===== config.mk =====
export PLATFORM = sky130hd
export DESIGN_NAME = two_stage_port_arb
export DESIGN_NICKNAME = d
export VERILOG_FILES = /design/src/rtl/arb_pkg.sv /design/src/rtl/port_rr_select.sv /design/src/rtl/lane_local_pick.sv /design/src/rtl/two_stage_port_arb.sv
export SDC_FILE = /design/constraint.sdc
export NUM_CORES = 1
export LEC_CHECK = 0
export BUFFER_PORTS_ARGS = -buffer_cell sky130_fd_sc_hd__buf_4
export CORE_MARGIN = 8
export CORE_UTILIZATION = 58
export CTS_CLUSTER_DIAMETER = 40
export DETAILED_ROUTE_END_ITERATION = 6
export GPL_TIMING_DRIVEN = 0
export PLACE_DENSITY = 0.86
export REMOVE_ABC_BUFFERS = 1
export SLEW_MARGIN = 20
export SYNTH_ARGS = -nofsm -noshare
export SYNTH_HDL_FRONTEND = slang
export SYNTH_SLANG_ARGS = --single-unit

===== constraint.sdc =====
create_clock -name clk -period 11.35 [get_ports clk]
set_input_delay 1.135 -clock clk [delete_from_list [all_inputs] [get_ports clk]]
set_output_delay 1.135 -clock clk [all_outputs]
set_load 0.01 [all_outputs]

===== src/rtl/arb_pkg.sv =====
package arb_pkg;

    // Which client class won the global stage in a cycle.
    typedef enum logic [1:0] {
        WIN_NONE = 2'd0,
        WIN_SEQ  = 2'd1,
        WIN_IDX  = 2'd2
    } win_kind_e;

    // Bits needed to name one subarray; never less than one.
    function automatic int sub_bits(input int n_sub);
        return (n_sub > 1) ? $clog2(n_sub) : 1;
    endfunction

    // Bits needed for a rotation pointer over n slots.
    function automatic int ptr_bits(input int n_slots);
        return (n_slots > 1) ? $clog2(n_slots) : 1;
    endfunction

    // Slot that follows pos in a ring of n slots.
    function automatic int next_slot(input int pos, input int n);
        return (pos + 1 >= n) ? 0 : pos + 1;
    endfunction

endpackage


===== src/rtl/port_rr_select.sv =====
module port_rr_select
    import arb_pkg::*;
#(
    parameter int N_SLOTS = 5,
    localparam int PW = ptr_bits(N_SLOTS)
) (
    input  logic [N_SLOTS-1:0] req,
    input  logic [PW-1:0]      ptr,
    output logic               win_valid,
    output logic [PW-1:0]      win_slot,
    output logic [N_SLOTS-1:0] win_onehot
);

    always_comb begin
        win_valid  = 1'b0;
        win_slot   = '0;
        win_onehot = '0;
        for (int k = 0; k < N_SLOTS; k++) begin
            int pos;
            pos = int'(ptr) + k;
            if (pos >= N_SLOTS) pos = pos - N_SLOTS;
            if (!win_valid && req[pos]) begin
                win_valid       = 1'b1;
                win_slot        = PW'(pos);
                win_onehot[pos] = 1'b1;
            end
        end
    end

endmodule


===== src/rtl/lane_local_pick.sv =====
module lane_local_pick
    import arb_pkg::*;
#(
    parameter int NUM_IDX = 2,
    parameter int NUM_SUB = 4,
    localparam int SUB_W  = sub_bits(NUM_SUB)
) (
    input  logic [NUM_IDX-1:0]       vld,
    input  logic [NUM_IDX*SUB_W-1:0] sub,
    output logic [NUM_IDX-1:0]       pick
);

    logic [(1<<SUB_W)-1:0] busy;

    // Lower stream number claims its subarray first.
    always_comb begin
        busy = '0;
        pick = '0;
        for (int s = 0; s < NUM_IDX; s++) begin
            logic [SUB_W-1:0] tgt;
            tgt = sub[s*SUB_W +: SUB_W];
            if (vld[s] && !busy[tgt]) begin
                pick[s]   = 1'b1;
                busy[tgt] = 1'b1;
            end
        end
    end

endmodule


===== src/rtl/two_stage_port_arb.sv =====
module two_stage_port_arb
    import arb_pkg::*;
#(
    parameter int NUM_SEQ   = 4,
    parameter int NUM_LANES = 8,
    parameter int NUM_IDX   = 2,
    parameter int NUM_SUB   = 4
) (
    input  logic                                          clk,
    input  logic                                          rst,
    input  logic [NUM_SEQ-1:0]                            seq_req,
    input  logic [NUM_LANES*NUM_IDX-1:0]                  idx_vld,
    input  logic [NUM_LANES*NUM_IDX*sub_bits(NUM_SUB)-1:0] idx_sub,
    output logic [NUM_SEQ-1:0]                            seq_gnt,
    output logic                                          idx_en,
    output logic [NUM_LANES*NUM_IDX-1:0]                  idx_commit
);

    localparam int SUB_W   = sub_bits(NUM_SUB);
    localparam int N_SLOTS = NUM_SEQ + 1;
    localparam int PW      = ptr_bits(N_SLOTS);
    localparam int N_STRM  = NUM_LANES * NUM_IDX;

    // Stage two: speculative local picks, one selector per lane.
    logic [N_STRM-1:0] spec_pick;

    for (genvar ln = 0; ln < NUM_LANES; ln++) begin : g_lane
        lane_local_pick #(
            .NUM_IDX (NUM_IDX),
            .NUM_SUB (NUM_SUB)
        ) i_pick (
            .vld  (idx_vld[ln*NUM_IDX +: NUM_IDX]),
            .sub  (idx_sub[ln*NUM_IDX*SUB_W +: NUM_IDX*SUB_W]),
            .pick (spec_pick[ln*NUM_IDX +: NUM_IDX])
        );
    end

    // Stage one: global rotation, indexed class in the last slot.
    logic [N_SLOTS-1:0] slot_req;
    logic [PW-1:0]      ptr_q;
    logic               win_valid;
    logic [PW-1:0]      win_slot;
    logic [N_SLOTS-1:0] win_onehot;

    assign slot_req = {|idx_vld, seq_req};

    port_rr_select #(
        .N_SLOTS (N_SLOTS)
    ) i_global (
        .req        (slot_req),
        .ptr        (ptr_q),
        .win_valid  (win_valid),
        .win_slot   (win_slot),
        .win_onehot (win_onehot)
    );

    win_kind_e win_kind;

    always_comb begin
        if (!win_valid)              win_kind = WIN_NONE;
        else if (win_onehot[NUM_SEQ]) win_kind = WIN_IDX;
        else                          win_kind = WIN_SEQ;
    end

    // Registered decision.
    always_ff @(posedge clk) begin
        if (rst) begin
            ptr_q      <= '0;
            seq_gnt    <= '0;
            idx_en     <= 1'b0;
            idx_commit <= '0;
        end else begin
            seq_gnt    <= (win_kind == WIN_SEQ) ? win_onehot[NUM_SEQ-1:0] : '0;
            idx_en     <= (win_kind == WIN_IDX);
            idx_commit <= (win_kind == WIN_IDX) ? spec_pick : '0;
            if (win_valid)
                ptr_q <= PW'(next_slot(int'(win_slot), N_SLOTS));
        end
    end

endmodule


==> qor.log <==
qor: run_status.status complete, no violations
qor: logic_synthesis.synth_seq_area_share 16.6%
qor: sta.report.final.setup_viol 0
qor: pwr.leakage_power_total 1.54 nW
qor: sta.rsz_0062_raised_after_global_routing no
qor: sta.worst_slew_pin_slew 0.985 ns
qor: cells_and_area.antenna_cells_inserted 0
qor: clocking.ctsRootBufferMaster sky130_fd_sc_hd__clkbuf_8
qor: setup_path.type_of_element_capturing_the_critical_path register
qor: floorplanning.io_pins 75
qor: grt.number_of_antenna_violations_at_the_first_check_in_global_routing 0
qor: pwr.worst_ir_drop_on_vdd 204 uV
qor: grt.grt_start_max_net_pins 26
qor: routing.drt-total-wl 8910 um
qor: setup_path.path_class register to register
qor: logic_synthesis.syn_inst 366
qor: clocking.cts_resized 0
qor: setup_path.setup.worst_path.start_class register
qor: setup_path.worst_r2r_endpoint ptr_q[2]
qor: floorplanning.fp.dieArea 7490 um2
qor: clocking.numCtsBuffers 3
qor: logic_synthesis.synthesis.yosys.warnings 0
qor: sta.final_hold_viol_count 0
qor: clocking.clk_path_buf_depth 2
qor: clocking.clkSlewWorstSetupHoldPaths 0.09 ns
qor: sta.post-route-worst-setup-slack 6.24 ns
qor: logic_synthesis.synth.distinct_cells 65
qor: floorplanning.die_h 86.6 um
qor: sta.final.setup_skew 0.00658 ns
qor: worst_hold_path.timing.hold.worst.class register to register
qor: floorplanning.core_area 4750 um2
qor: setup_path.worst-path-max-fanout 22
qor: logic_synthesis.post_synth_most_frequent_cells 36 x sky130_fd_sc_hd__nand2_1, 25 x sky130_fd_sc_hd__ha_1, 24 x sky130_fd_sc_hd__dfxtp_1
qor: routing.detailedRoute.firstPassIterationCount 5
qor: logic_synthesis.edff_count_synth 0
qor: routing.drc_errors 0
qor: placement.port_buffers 74
qor: routing.route.detailed.wl_per_inst 18.1 um
qor: logic_synthesis.synthDominantCellAreaShare 16.6%
qor: sta.maxSlewHeadroom 34.3%
qor: logic_synthesis.postSynth.topFlopCell sky130_fd_sc_hd__dfxtp_1
qor: pwr.pwr_density_cell 297 nW/um2
qor: sta.fmaxAchievable 196 MHz
qor: clocking.post-cts-setup-buffer-count 0
qor: setup_path.reg2reg_from ptr_q[1]
qor: setup_path.crit_arrival 5.28 ns
qor: sta.min_period_over_period 45.1%
qor: clocking.clk_latency 0.26 ns
qor: clocking.cts.sink_count 24
qor: setup_path.critPathLaunch ptr_q[1]
qor: sta.drv_slew 0
qor: logic_synthesis.postSynth.asyncResetShare 0%
qor: cells_and_area.finish.net_count 506
qor: sta.fin_setup_tns 0 ns
qor: logic_synthesis.postSynthRegisterBits 24
qor: grt.grtUsageTotal 23.4%
qor: setup_path.reg2regPathDepth 14
qor: cells_and_area.final.fill_count 403
qor: sta.finalWorstPathRequiredPeriod 5.11 ns
qor: clocking.cts_tree yes
qor: grt.grt_remaining_overflow 0
qor: placement.pre_cts_ws 6.33 ns
qor: setup_path.timing.reg2reg.setup_slack 6.24 ns
qor: pwr.p_total 0.00104 W
qor: floorplanning.floorplan.initialDensity 60.7%
qor: routing.dr.first_iter.drc_count 296
qor: clocking.holdBufCountCts 0
qor: setup_path.critPathCapture ptr_q[2]
qor: logic_synthesis.netlist_top_cells_area sky130_fd_sc_hd__dfxtp_1 17%, sky130_fd_sc_hd__ha_1 11%, sky130_fd_sc_hd__xnor2_1 6.1%, sky130_fd_sc_hd__nand2_1 4.7%, sky130_fd_sc_hd__and3_1 4.1%
qor: cells_and_area.areaGrowthSynthToFinish 21.5%
qor: routing.avgViaCountPerCell 6.14
qor: placement.detailed_place_hpwl 7000 um
qor: floorplanning.fp.dieW 86.6 um
qor: routing.ant_nets 0
qor: grt.first_global_vias 2837
qor: logic_synthesis.synth_area 2890 um2
qor: logic_synthesis.synthesis.area_per_instance 7.89 um2
qor: cells_and_area.drive_above_1_share 23.8%
qor: logic_synthesis.synth.most_common_cell sky130_fd_sc_hd__nand2_1
qor: routing.via_count 3022
qor: job.cap_violations 0
qor: placement.place_congestion 0.977
qor: logic_synthesis.yosys.area.top_type sky130_fd_sc_hd__dfxtp_1
qor: floorplanning.rows 25
qor: setup_path.critPathRequiredTime 11.52 ns
qor: grt.grt_pass1_wl 14200 um
qor: clocking.htree_levels 1
[flip-flops by register name, summed over array words and instances (netlist names)]
name and count:
idx_commit 16, seq_gnt 4, idx_en 1, ptr_q 3
[logic make-up after synthesis]
logic type	after synthesis	share of synthesized area, %
buffers and inverters	32	5.68
AND/OR/NAND/NOR	169	32.2
XOR/XNOR	20	6.07
adder cells (fa/ha/maj)	26	11.5
multiplexers	15	6.46
AO/OA/AOI/OAI	80	21.4
flip-flops	24	16.6
[where the power goes]
part	total, W	internal (W)	switching [W]
registers	0.000130	0.0000990	0.0000310
logic	0.000838	0.000343	0.000496
clock network	0.0000737	0.0000471	0.0000266
total	0.00104	0.000489	0.000553
[final cells by class]
class / count / area [um2] / area share [%]
Multi-Input combinational cell: 310 / 2240 / 63.9
Timing Repair Buffer: 75 / 583 / 16.6
Sequential cell: 24 / 482 / 13.7
Tap cell: 67 / 83.8 / 2.39
Inverter: 12 / 45.0 / 1.28
Clock buffer: 3 / 41.3 / 1.18
Clock inverter: 1 / 30.0 / 0.856
[worst max-delay path: stages (launching register included)]
cell and delay, ns:
sky130_fd_sc_hd__dfxtp_1 0.93, sky130_fd_sc_hd__inv_1 0.49, sky130_fd_sc_hd__ha_1 0.39, sky130_fd_sc_hd__a21oi_1 0.80, sky130_fd_sc_hd__nor3_1 0.09, sky130_fd_sc_hd__nor4_1 0.60, sky130_fd_sc_hd__a21oi_2 0.26, sky130_fd_sc_hd__and4_1 0.27
sky130_fd_sc_hd__and2_1 0.19, sky130_fd_sc_hd__a22oi_1 0.33, sky130_fd_sc_hd__inv_1 0.08, sky130_fd_sc_hd__ha_1 0.21, sky130_fd_sc_hd__nor3b_1 0.14, sky130_fd_sc_hd__a22oi_1 0.18, sky130_fd_sc_hd__nor2_1 0.05
[metrics by stage]
stage | cell area (um2) | hold WS, ns | util [%] | cells
after CTS | 3510 | 0.661 | 73.8 | 492
final | 3510 | 0.661 | 73.8 | 492
after floorplan | 2770 | 0.688 | - | 346
after global placement | 3410 | 0.849 | 71.7 | 487
after global routing | 3510 | 0.735 | 73.8 | 492
after detailed placement | 3440 | 0.657 | 72.3 | 488
[worst min-delay path by stage]
stage	start	end	cells after the start
detailed placement	ptr_q[0]	ptr_q[0]	2
finish	ptr_q[0]	ptr_q[0]	2
CTS	ptr_q[0]	ptr_q[0]	2
global route	ptr_q[0]	ptr_q[0]	2
global placement	ptr_q[1]	ptr_q[1]	2
floorplan	ptr_q[1]	ptr_q[1]	2
[per-layer routing]
metal | vias up | part of all wire, % | global-route usage (%)
li1 | 1469 | - | -
met1 | 1382 | 41 | 27.0
met2 | 161 | 49 | 41.5
met3 | 10 | 9.9 | 5.48
met4 | 0 | 1.0 | 6.57
met5 | - | 0 | 0
[cell usage in the layout (no fill, tap or decap), types with 14 or more instances in the layout]
cell / count
sky130_fd_sc_hd__nand2_1: 36
sky130_fd_sc_hd__xnor2_1: 20
sky130_fd_sc_hd__and3_1: 19
sky130_fd_sc_hd__nor3_1: 14
sky130_fd_sc_hd__o21ai_0: 14
sky130_fd_sc_hd__ha_1: 25
sky130_fd_sc_hd__nor2_1: 23
sky130_fd_sc_hd__dfxtp_1: 23
sky130_fd_sc_hd__nand3_1: 18
sky130_fd_sc_hd__buf_4: 74
(Power assumes the default switching activity.)
